===== config.mk =====
export PLATFORM = sky130hd
export DESIGN_NAME = stereo_ser_tx
export DESIGN_NICKNAME = d
export VERILOG_FILES = /design/src/rtl/sertx_pkg.sv /design/src/rtl/sertx_clkgen.sv /design/src/rtl/sertx_shifter.sv /design/src/rtl/stereo_ser_tx.sv
export SDC_FILE = /design/constraint.sdc
export NUM_CORES = 1
export LEC_CHECK = 0
export ABC_AREA = 1
export BUFFER_PORTS_ARGS = -buffer_cell sky130_fd_sc_hd__buf_2
export CAP_MARGIN = 20
export CORE_MARGIN = 10
export CORE_UTILIZATION = 50
export CTS_CLUSTER_DIAMETER = 40
export DETAILED_ROUTE_END_ITERATION = 6
export PLACE_DENSITY = 0.73
export SLEW_MARGIN = 20
export SYNTH_ARGS = -nofsm -noshare
export SYNTH_HDL_FRONTEND = slang
export SYNTH_SLANG_ARGS = --single-unit

===== constraint.sdc =====
create_clock -name clk -period 1.35 [get_ports clk]
set_input_delay 0.0675 -clock clk [delete_from_list [all_inputs] [get_ports clk]]
set_output_delay 0.0675 -clock clk [all_outputs]
set_load 0.01 [all_outputs]

===== src/rtl/sertx_pkg.sv =====
package sertx_pkg;

  // True while a divider counter is in the first part of its period.
  // For odd ratios the first part is the longer one.
  function automatic logic in_first_part(input int cnt, input int ratio);
    return cnt < (ratio + 1) / 2;
  endfunction

  // Number of sample bits that fit into the codec word slot.
  function automatic int kept_bits(input int samp_w, input int word_w);
    return (samp_w < word_w) ? samp_w : word_w;
  endfunction

endpackage


===== src/rtl/sertx_clkgen.sv =====
module sertx_clkgen #(
  parameter int MDIV       = 3,
  parameter int BDIV       = 6,
  parameter int HALF_SLOTS = 32,
  parameter int SLOT_W     = 6
) (
  input  logic              clk,
  input  logic              rst,
  output logic              mclk_lvl,
  output logic              bclk_lvl,
  output logic              lrck_lvl,
  output logic              slot_adv,
  output logic              frame_end,
  output logic [SLOT_W-1:0] slot
);
  import sertx_pkg::*;

  localparam int FRAME_SLOTS = 2 * HALF_SLOTS;
  localparam int MW = (MDIV > 1) ? $clog2(MDIV) : 1;
  localparam int BW = (BDIV > 1) ? $clog2(BDIV) : 1;

  logic [MW-1:0] m_cnt;
  logic [BW-1:0] b_cnt;
  logic          m_last;
  logic          b_last;

  assign m_last    = (m_cnt == MW'(MDIV - 1));
  assign b_last    = (b_cnt == BW'(BDIV - 1));
  assign slot_adv  = m_last && b_last;
  assign frame_end = slot_adv && (slot == SLOT_W'(FRAME_SLOTS - 1));

  always_ff @(posedge clk) begin
    if (rst) begin
      m_cnt <= '0;
      b_cnt <= '0;
      slot  <= '0;
    end else begin
      m_cnt <= m_last ? '0 : m_cnt + MW'(1);
      if (m_last) b_cnt <= b_last ? '0 : b_cnt + BW'(1);
      if (slot_adv) slot <= frame_end ? '0 : slot + SLOT_W'(1);
    end
  end

  // master clock high first, bit clock low first, left half first
  assign mclk_lvl = in_first_part(int'(m_cnt), MDIV);
  assign bclk_lvl = !in_first_part(int'(b_cnt), BDIV);
  assign lrck_lvl = (slot < SLOT_W'(HALF_SLOTS));


  mclk_wrap_chk: assert property (@(posedge clk) disable iff (rst)
    m_last |=> $rose(mclk_lvl));


  bclk_fall_chk: assert property (@(posedge clk) disable iff (rst)
    $fell(bclk_lvl) |-> $past(slot_adv));


  left_start_chk: assert property (@(posedge clk) disable iff (rst)
    frame_end |=> $rose(lrck_lvl));

endmodule


===== src/rtl/sertx_shifter.sv =====
module sertx_shifter #(
  parameter int SAMP_W     = 16,
  parameter int WORD_W     = 24,
  parameter int HALF_SLOTS = 32
) (
  input  logic              clk,
  input  logic              rst,
  input  logic              load,
  input  logic              shift,
  input  logic [SAMP_W-1:0] left_i,
  input  logic [SAMP_W-1:0] right_i,
  output logic              bit_o
);
  import sertx_pkg::*;

  localparam int FW   = 2 * HALF_SLOTS;
  localparam int KEEP = kept_bits(SAMP_W, WORD_W);

  logic [FW-1:0] sr;

  // Place a sample at the top of a half frame; every lower slot is zero.
  function automatic logic [HALF_SLOTS-1:0] half_of(input logic [SAMP_W-1:0] s);
    logic [HALF_SLOTS-1:0] h;
    h = '0;
    h[HALF_SLOTS-1 -: KEEP] = s[SAMP_W-1 -: KEEP];
    return h;
  endfunction

  always_ff @(posedge clk) begin
    if (rst) begin
      sr <= '0;
    end else if (load) begin
      sr <= {half_of(left_i), half_of(right_i)};
    end else if (shift) begin
      sr <= {sr[FW-2:0], 1'b0};
    end
  end

  assign bit_o = sr[FW-1];


  first_bit_chk: assert property (@(posedge clk) disable iff (rst)
    load |=> (bit_o == $past(left_i[SAMP_W-1])));


  tail_zero_chk: assert property (@(posedge clk) disable iff (rst)
    (shift && !load) |=> ($countones(sr) <= $countones($past(sr))));

endmodule


===== src/rtl/stereo_ser_tx.sv =====
module stereo_ser_tx #(
  parameter int SAMP_W     = 16,
  parameter int WORD_W     = 24,
  parameter int HALF_SLOTS = 32,
  parameter int MDIV       = 3,
  parameter int BDIV       = 6,
  parameter int LANES      = 4,
  parameter int CFG_W      = 6
) (
  input  logic              clk,
  input  logic              rst,
  input  logic              pwr_on_i,
  input  logic              valid_i,
  input  logic [SAMP_W-1:0] left_i,
  input  logic [SAMP_W-1:0] right_i,
  output logic              take_o,
  output logic              mclk_o,
  output logic              bclk_o,
  output logic              lrck_o,
  output logic [LANES-1:0]  sdata_o,
  output logic [CFG_W-1:0]  cfg_o,
  output logic              pwr_on_o
);

  localparam int SLOT_W = $clog2(2 * HALF_SLOTS);

  logic              mclk_lvl, bclk_lvl, lrck_lvl;
  logic              slot_adv, frame_end;
  logic [SLOT_W-1:0] slot;
  logic              ser_bit;
  logic              sd_q;
  logic              unused_valid;

  assign unused_valid = valid_i;

  sertx_clkgen #(
    .MDIV(MDIV), .BDIV(BDIV), .HALF_SLOTS(HALF_SLOTS), .SLOT_W(SLOT_W)
  ) u_clk (
    .clk(clk), .rst(rst),
    .mclk_lvl(mclk_lvl), .bclk_lvl(bclk_lvl), .lrck_lvl(lrck_lvl),
    .slot_adv(slot_adv), .frame_end(frame_end), .slot(slot)
  );

  sertx_shifter #(
    .SAMP_W(SAMP_W), .WORD_W(WORD_W), .HALF_SLOTS(HALF_SLOTS)
  ) u_shift (
    .clk(clk), .rst(rst),
    .load(frame_end), .shift(slot_adv),
    .left_i(left_i), .right_i(right_i),
    .bit_o(ser_bit)
  );

  // the pair is consumed on the frame boundary edge
  assign take_o = frame_end;

  // every codec-facing line leaves through one flop; reset values match
  // the decode of the counters' reset state
  always_ff @(posedge clk) begin
    if (rst) begin
      mclk_o <= 1'b1;
      bclk_o <= 1'b0;
      lrck_o <= 1'b1;
      sd_q   <= 1'b0;
    end else begin
      mclk_o <= mclk_lvl;
      bclk_o <= bclk_lvl;
      lrck_o <= lrck_lvl;
      sd_q   <= ser_bit;
    end
  end

  generate
    for (genvar i = 0; i < LANES; i++) begin : g_lane
      if (i == 0) begin : g_audio
        assign sdata_o[i] = sd_q;
      end else begin : g_idle
        assign sdata_o[i] = 1'b0;
      end
    end
  endgenerate

  assign cfg_o    = '0;
  assign pwr_on_o = pwr_on_i;


  lr_on_fall_chk: assert property (@(posedge clk) disable iff (rst)
    !$stable(lrck_o) |-> $fell(bclk_o));


  data_on_fall_chk: assert property (@(posedge clk) disable iff (rst)
    !$stable(sd_q) |-> $fell(bclk_o));

endmodule


==> impl_results.rst, run 1 <==
.. list-table::
   :header-rows: 1

   * - Metric
     - Value
   * - Placed wire-length estimate
     - 4330 µm
   * - Overall routing resource usage
     - 0.158
   * - Final worst clock skew
     - 0.0138 ns
   * - Leading post-synthesis cells by cell area
     - dfxtp_1 (44%), nand2_1 (19%), nor2_1 (9.1%), nand3_1 (6.1%), inv_1 (6.0%)
   * - Class of the most critical setup path
     - reg2reg
   * - Worst endpoint data arrival time
     - 1.78 ns
   * - Leak
     - 1.74 nW
   * - Insertion delay of the later-clocked pin in the worst-skew pair
     - 0.34 ns
   * - Simple-gate portion of the synthesized area
     - 0.366
   * - Initial standard-cell utilization of the core
     - 0.516
   * - Iter 0 DRT Violations
     - 143
   * - Largest vdd supply drop
     - 0.727 mV
   * - Number of failing hold endpoints at the final stage
     - 0
   * - Nets@finish
     - 534
   * - Portion of the post-synthesis area used by sequential elements
     - 0.441
   * - # port buffers
     - 38
   * - Max Buffers Root-to-Sink
     - 2
   * - Width of the chip
     - 95.6 µm
   * - FFs w/ async S/R, synth
     - 0
   * - Startpoint types
     - flop
   * - Ys Warns
     - 0
   * - Filler cell count in the final layout
     - 431
   * - Run status
     - finished, violations left
   * - Number of nets with antenna violations after detailed routing
     - 0
   * - Top cell type's share of synthesized area
     - 0.441
   * - Final Critical Period
     - 1.52 ns
   * - Type of the most critical hold path
     - in2reg
   * - Commonest cells in the synthesized netlist
     - nand2_1 (147), nor2_1 (69), dfxtp_1 (63), inv_1 (46), nand3_1 (35)
   * - Vias in the first global route
     - 2649
   * - Number of placed instances, taps included
     - 539
   * - Multiplexer share of the synthesized area
     - 0
   * - Mean instance size in the synthesized netlist
     - 6.63 µm²
   * - Violations in the final reports
     - negative setup slack
   * - First-pass GRT wire length
     - 11500 µm
   * - Fin. max-slew vios
     - 0
   * - Summed negative setup slack over all endpoints
     - -2.81 ns
   * - Max-capacitance violation count
     - 0
   * - Initial antenna violation count
     - 0
   * - Core outline area
     - 0.00554 mm²
   * - Global-route congestion overflow total
     - 0
   * - Share of final-layout standard cells stronger than drive strength 1
     - 0.283
   * - Total design power
     - 4.06 mW
   * - Pin count of the biggest net entering global routing
     - 28
   * - H-tree depth reported by CTS
     - 3
   * - Share of the cycle needed by the critical path after routing
     - 1.12
   * - Most numerous cell in the Yosys netlist
     - nand2_1
   * - Largest stage delay, worst path
     - 0.34 ns
   * - Required time at the worst-slack endpoint
     - 1.61 ns
   * - Routed vias/inst
     - 4.98
   * - Leading register cell type out of synthesis
     - dfxtp_1
   * - Final-report setup violation count
     - 52
   * - Combinational family with the most area after synthesis
     - simple AND/OR/NAND/NOR gates
   * - Cell variety after synth
     - 22
   * - Antenna diode instance count
     - 0
   * - Area added between synthesis and finish
     - 38.1%
   * - Die Outline Area
     - 0.00914 mm²
   * - Total DRC errors in the routed layout
     - 0
   * - Cell count after synthesis
     - 431
   * - Critical Path Slowest Stage Cell
     - dfxtp_2
   * - Sink Count
     - 63
   * - Detailed Routing Iterations Pass 1
     - 4
   * - Maximum frequency from static timing analysis
     - 0.660 GHz
   * - Final WS setup
     - -0.165 ns
   * - Type of destination of the critical path
     - flop
   * - Power density over the cells
     - 1030 mW/mm²
   * - Total Routed Length
     - 7930 µm
   * - Clock tree from TritonCTS
     - yes
   * - Number of flops mapped to enable cells by yosys
     - 0
   * - Via total after detailed routing
     - 2851
   * - Clock buffers created by TritonCTS
     - 9
   * - I/O pin total
     - 51
   * - Die Span Y
     - 95.6 µm
   * - Number of storage elements in the synthesis netlist
     - 63
   * - Routability congestion estimate
     - 0.878
   * - Post-synth top area cell
     - dfxtp_1
   * - CTS clk-pin slew, worst paths
     - 0.08 ns
   * - Share of synthesized cell area in full adder, half adder and majority cells
     - 0.00875
   * - Netlist area before placement
     - 0.00286 mm²
   * - Routed wire length per instance
     - 13.8 µm
   * - Core Rows
     - 27
   * - Non-filler cells in the finished layout
     - 573
   * - Cell at the root of the clock tree
     - clkbuf_8
   * - CP cell instances
     - inv_2 -> ha_4 -> nand3_4 -> nor2_4 -> buf_6 -> buf_6 -> buf_4 -> nand3_1 -> nand3_1 -> nor2_1
   * - XOR/XNOR share of the synthesized area
     - 0
   * - Max FO, Critical Path
     - 6
   * - Compound-gate portion of the synthesized area
     - 0.0464
   * - RSZ-0062 raised after global routing
     - yes
-- logic make-up (layout without fill, tap and decap cells) --
logic type | Yosys count | count (layout)
AOI/OAI and AO/OA | 25 | 25
other | 1 | 9
DFF | 63 | 63
adders and majority gates | 2 | 2
and+or+nand+nor | 261 | 261
buffers and inverters | 79 | 141
-- flip-flops by register name, summed over array words and instances, names as in the netlist --
register and flops:
sd_q 1, u_clk.slot 6, mclk_o 1, u_clk.m_cnt 2, u_clk.b_cnt 3, lrck_o 1
bclk_o 1, u_shift.sr 48
-- area by class of cell --
cell class | count | area, µm² | area share
inverter | 46 | 178 | 0.0450
sequential | 63 | 1270 | 0.321
clock inverter | 5 | 80.1 | 0.0203
tap | 72 | 90.1 | 0.0228
multi-input combinational | 297 | 1470 | 0.373
timing repair buffer | 79 | 708 | 0.179
clock buffer | 11 | 151 | 0.0384
-- critical path, delay by kind of cell, from the launching register on --
kind	cells	cell delay (ns)
flip-flops	1	0.34
AND/OR/NAND/NOR	5	0.47
buffers and inverters	4	0.46
adder cells (fa/ha/maj)	1	0.17
-- path summary, 6_finish.rpt --
check,startpoint,endpoint,slack [ns],depth (start not counted)
worst min register to register,u_clk.m_cnt[0]$_SDFF_PP0_,u_clk.m_cnt[0]$_SDFF_PP0_,0.42,1
worst max-delay path,u_clk.m_cnt[0]$_SDFF_PP0_,u_clk.slot[2]$_SDFFE_PP0N_,-0.17,10
worst max register to register,u_clk.m_cnt[0]$_SDFF_PP0_,u_clk.slot[2]$_SDFFE_PP0N_,-0.17,10
worst min-delay path,rst,u_shift.sr[16]$_SDFFE_PP0P_,0.01,2
-- placed cells by master (no fill, tap or decap), types with 2 or more instances in the layout --
master | Yosys | final
clkinvlp_4 | 0 | 2
nand2_2 | 1 | 10
nand2_4 | 0 | 7
nand3_1 | 35 | 25
dfxtp_1 | 63 | 58
bufinv_16 | 0 | 2
buf_4 | 17 | 22
inv_4 | 0 | 2
nand4_1 | 2 | 2
inv_1 | 46 | 43
buf_6 | 3 | 8
buf_2 | 5 | 37
nand3_2 | 1 | 9
buf_16 | 0 | 3
nor2_4 | 0 | 3
nand2_8 | 0 | 2
dfxtp_2 | 0 | 5
clkbuf_8 | 0 | 11
nor3_1 | 4 | 3
nand3_4 | 0 | 2
ha_4 | 0 | 2
nand2_1 | 147 | 129
a21oi_1 | 21 | 19
nor2_1 | 69 | 67
clkbuf_16 | 0 | 3
a21oi_2 | 0 | 2
conb_1 | 1 | 9
buf_12 | 0 | 5
-- layer usage --
layer / part of all wire / global-route usage / wire (µm)
met2: 0.50 / 0.275 / 3990
met5: 0 / 0 / 0
met4: 0.022 / 0.0762 / 173
met1: 0.40 / 0.174 / 3200
met3: 0.071 / 0.0401 / 562
-- metrics by stage --
stage          setup WS [ns]  cell area, µm²  hold WS (ns)  utilization
6_report              -0.165            3950        0.0124        0.713
5_1_grt               -0.192            3950        0.0196        0.713
4_1_cts               -0.117            3640       0.00499        0.657
3_5_place_dp          -0.156            3170         0.135        0.572
3_3_place_gp         -0.0729            3170         0.135        0.572
2_1_floorplan        0.00128            2890         0.211            -
-- power breakdown --
part | total [mW] | internal [mW] | switching, mW | leakage [nW]
Combinational | 0.240 | 0.125 | 0.115 | 1.12
Sequential | 1.91 | 1.88 | 0.0247 | 0.510
Clock | 1.91 | 1.14 | 0.772 | 0.112
-- timing repair --
action,CTS,global route
cloned,3,3
pin swaps,5,10
resized for setup,31,49
endpoints found under the hold margin,1,0
setup buffers,7,5
endpoints found under the setup margin,55,55
hold buffers,1,0
(Power assumes the default switching activity.)
==> run 2, diff against run 1 <==
--- a/config.mk
+++ b/config.mk
@@ -12,7 +12,7 @@
 export CORE_UTILIZATION = 50
 export CTS_CLUSTER_DIAMETER = 40
 export DETAILED_ROUTE_END_ITERATION = 6
-export PLACE_DENSITY = 0.73
+export PLACE_DENSITY = 0.75
 export SLEW_MARGIN = 20
 export SYNTH_ARGS = -nofsm -noshare
 export SYNTH_HDL_FRONTEND = slang
==> impl_results.rst, run 2 (same netlist as run 1, synthesis figures left out) <==
.. list-table::
   :header-rows: 1

   * - Metric
     - Value
   * - Nets@finish
     - 546
   * - Number of nets with antenna violations after detailed routing
     - 0
   * - Via total after detailed routing
     - 2970
   * - Leak
     - 1.89 nW
   * - Number of failing hold endpoints at the final stage
     - 0
   * - Clock buffers created by TritonCTS
     - 9
   * - Type of the most critical hold path
     - in2reg
   * - H-tree depth reported by CTS
     - 3
   * - Insertion delay of the later-clocked pin in the worst-skew pair
     - 0.34 ns
   * - Startpoint types
     - flop
   * - Share of the cycle needed by the critical path after routing
     - 1.12
   * - Antenna diode instance count
     - 0
   * - Initial standard-cell utilization of the core
     - 0.516
   * - Overall routing resource usage
     - 0.170
   * - Design Area, Final
     - 0.00419 mm²
   * - Max Buffers Root-to-Sink
     - 2
   * - Die Outline Area
     - 0.00914 mm²
   * - Share of final-layout standard cells stronger than drive strength 1
     - 0.335
   * - Cell area after placement
     - 0.00316 mm²
   * - Flip-flop count of the largest register, all copies and words added
     - 48
   * - Hold-critical path endpoint
     - u_shift.sr[19]$_SDFFE_PP0P_
   * - Critical Path Slowest Stage Cell
     - dfxtp_2
   * - Non-filler cells in the finished layout
     - 585
   * - Die Span Y
     - 95.6 µm
   * - Global-route congestion overflow total
     - 0
   * - Hold Crit Depth
     - 5
   * - Core outline area
     - 0.00554 mm²
   * - Startpoint of the lowest-slack hold path
     - right_i[3]
   * - Total DRC errors in the routed layout
     - 0
   * - Class of the most critical setup path
     - reg2reg
   * - Final worst clock skew
     - 0.0106 ns
   * - Iter 0 DRT Violations
     - 178
   * - Vias in the first global route
     - 2815
   * - Flop-to-flop setup slack
     - -0.16 ns
   * - Worst hold slack after final layout
     - 0.0246 ns
   * - Maximum frequency from static timing analysis
     - 0.663 GHz
   * - Combinational fraction of design power
     - 0.062
   * - Type of destination of the critical path
     - flop
   * - Violations in the final reports
     - negative setup slack
   * - Max FO, Critical Path
     - 5
   * - Required time at the worst-slack endpoint
     - 1.63 ns
   * - Launching point of the worst reg2reg path
     - u_clk.m_cnt[0]$_SDFF_PP0_
   * - Number of placed instances, taps included
     - 536
   * - Cell repeated most along the worst path
     - nor2_4
   * - Largest stage delay, worst path
     - 0.33 ns
   * - Power density over the cells
     - 902 mW/mm²
   * - Final-report setup violation count
     - 56
   * - Final WS setup
     - -0.158 ns
   * - Final Critical Period
     - 1.51 ns
   * - Fin util
     - 0.757
   * - Clock tree from TritonCTS
     - yes
   * - Routed vias/inst
     - 5.08
   * - Fin. max-slew vios
     - 0
   * - Core Rows
     - 27
   * - Largest vdd supply drop
     - 0.591 mV
   * - Routability congestion estimate
     - 0.807
   * - CTS clk-pin slew, worst paths
     - 0.08 ns
   * - Run status
     - finished, violations left
   * - Routed wire length per instance
     - 14.7 µm
   * - Top Registers
     - u_shift.sr x48, u_clk.slot x6, u_clk.b_cnt x3
   * - Cell at the root of the clock tree
     - clkbuf_8
   * - Startpoint of the worst setup timing path
     - u_clk.m_cnt[0]$_SDFF_PP0_
   * - Switching power total
     - 888 µW
   * - CP cell instances
     - inv_2 -> ha_4 -> nand3_4 -> nor2_4 -> buf_6 -> buf_12 -> clkbuf_16 -> nor2_4 -> nor2_1 -> nand2_1 -> inv_1
   * - Register containing the most flip-flops in the final layout
     - u_shift.sr
   * - First-pass GRT wire length
     - 12500 µm
   * - Area added between synthesis and finish
     - 46.7%
   * - Sequential cell fraction of total power
     - 0.504
   * - Worst endpoint data arrival time
     - 1.79 ns
   * - RSZ-0062 raised after global routing
     - yes
   * - Commonest cells after routing, fill and taps aside
     - nand2_1 (139), dfxtp_1 (59), inv_1 (44)
   * - Most common cell after layout, fill and taps aside
     - nand2_1
   * - Detailed Routing Iterations Pass 1
     - 5
   * - I/O pin total
     - 51
   * - Total Routed Length
     - 8610 µm
   * - Initial antenna violation count
     - 0
   * - Worst R2R Path Depth
     - 11
   * - Switching share of total power
     - 0.235
   * - Width of the chip
     - 95.6 µm
   * - Cell-internal power
     - 2.89 mW
   * - Placed wire-length estimate
     - 4000 µm
   * - Sink Count
     - 63
   * - Pin count of the biggest net entering global routing
     - 32
   * - # port buffers
     - 38
   * - FF-to-FF End
     - u_shift.sr[52]$_SDFFE_PP0P_
   * - Clock Power Share
     - 0.434
   * - Max-capacitance violation count
     - 0
-- run 2: cell types whose count changed in the layout (fill, tap and decap cells not counted), moves of 3 or more --
cell / change
nor2_1: -24
buf_6: +3
nand2_2: -7
nor2_2: +19
nor2_4: +5
a21oi_1: -6
clkbuf_16: +4
a21oi_2: +6
nand2_1: +10
-- run 2: cell type report --
class | instances | area, µm²
repair buffers | 91 | 927
fillers | 355 | 1350
flip-flops and latches | 63 | 1270
inverters | 46 | 175
clock buffers | 10 | 138
multi-input cells | 297 | 1540
well taps | 72 | 90.1
clock inverters | 6 | 60.1
-- run 2: power by group through the flow --
stage	clock (mW)	combinational [mW]	sequential, mW
after global placement	0	0.152	1.93
final	1.64	0.235	1.91
after detailed placement	0	0.153	1.94
after CTS	1.65	0.186	1.90
after floorplan	0	0.0949	1.93
after global routing	1.74	0.257	1.91
-- run 2: worst max-delay path by stage --
stage,endpoint,depth (start not counted),slack (ns)
final,u_shift.sr[52]$_SDFFE_PP0P_,11,-0.16
after floorplan,u_clk.slot[3]$_SDFFE_PP0N_,8,0.001
after global routing,u_shift.sr[22]$_SDFFE_PP0P_,11,-0.20
after CTS,u_clk.slot[5]$_SDFFE_PP0N_,12,-0.1
after global placement,u_shift.sr[42]$_SDFFE_PP0N_,7,-0.09
after detailed placement,u_shift.sr[56]$_SDFFE_PP0P_,8,-0.14
-- run 2: stage by stage --
stage / TNS, ns / worst slack (ns) / total power [mW]
after detailed placement: -4.57 / -0.140 / 2.09
after floorplan: 0 / 0.00128 / 2.03
final: -4.82 / -0.158 / 3.78
after global placement: -3.20 / -0.0927 / 2.09
after global routing: -8.70 / -0.205 / 3.90
after CTS: -1.91 / -0.0985 / 3.74
-- run 2: what timing repair did --
item / 4_1_cts / 5_1_grt
cloned: 4 / 8
setup endpoints to repair: 55 / 57
pin swaps: 19 / 33
setup buffers: 18 / 2
gates resized for setup: 51 / 52
hold endpoints to repair: 5 / 0
hold buffers: 2 / 0
-- run 2: per-layer routing --
layer / share of wire / global-route usage / vias to the layer above
li1: - / - / 1448
met1: 0.39 / 0.178 / 1378
met2: 0.52 / 0.303 / 121
met3: 0.061 / 0.0408 / 23
met4: 0.026 / 0.0958 / 0
met5: 0 / 0 / -
-- run 2: critical path, delay by kind of cell (launching register included) --
family                     cells  cell delay [ns]
buffers and inverters          5             0.57
adders and majority gates      1             0.15
DFF                            1             0.33
and+or+nand+nor                5             0.40
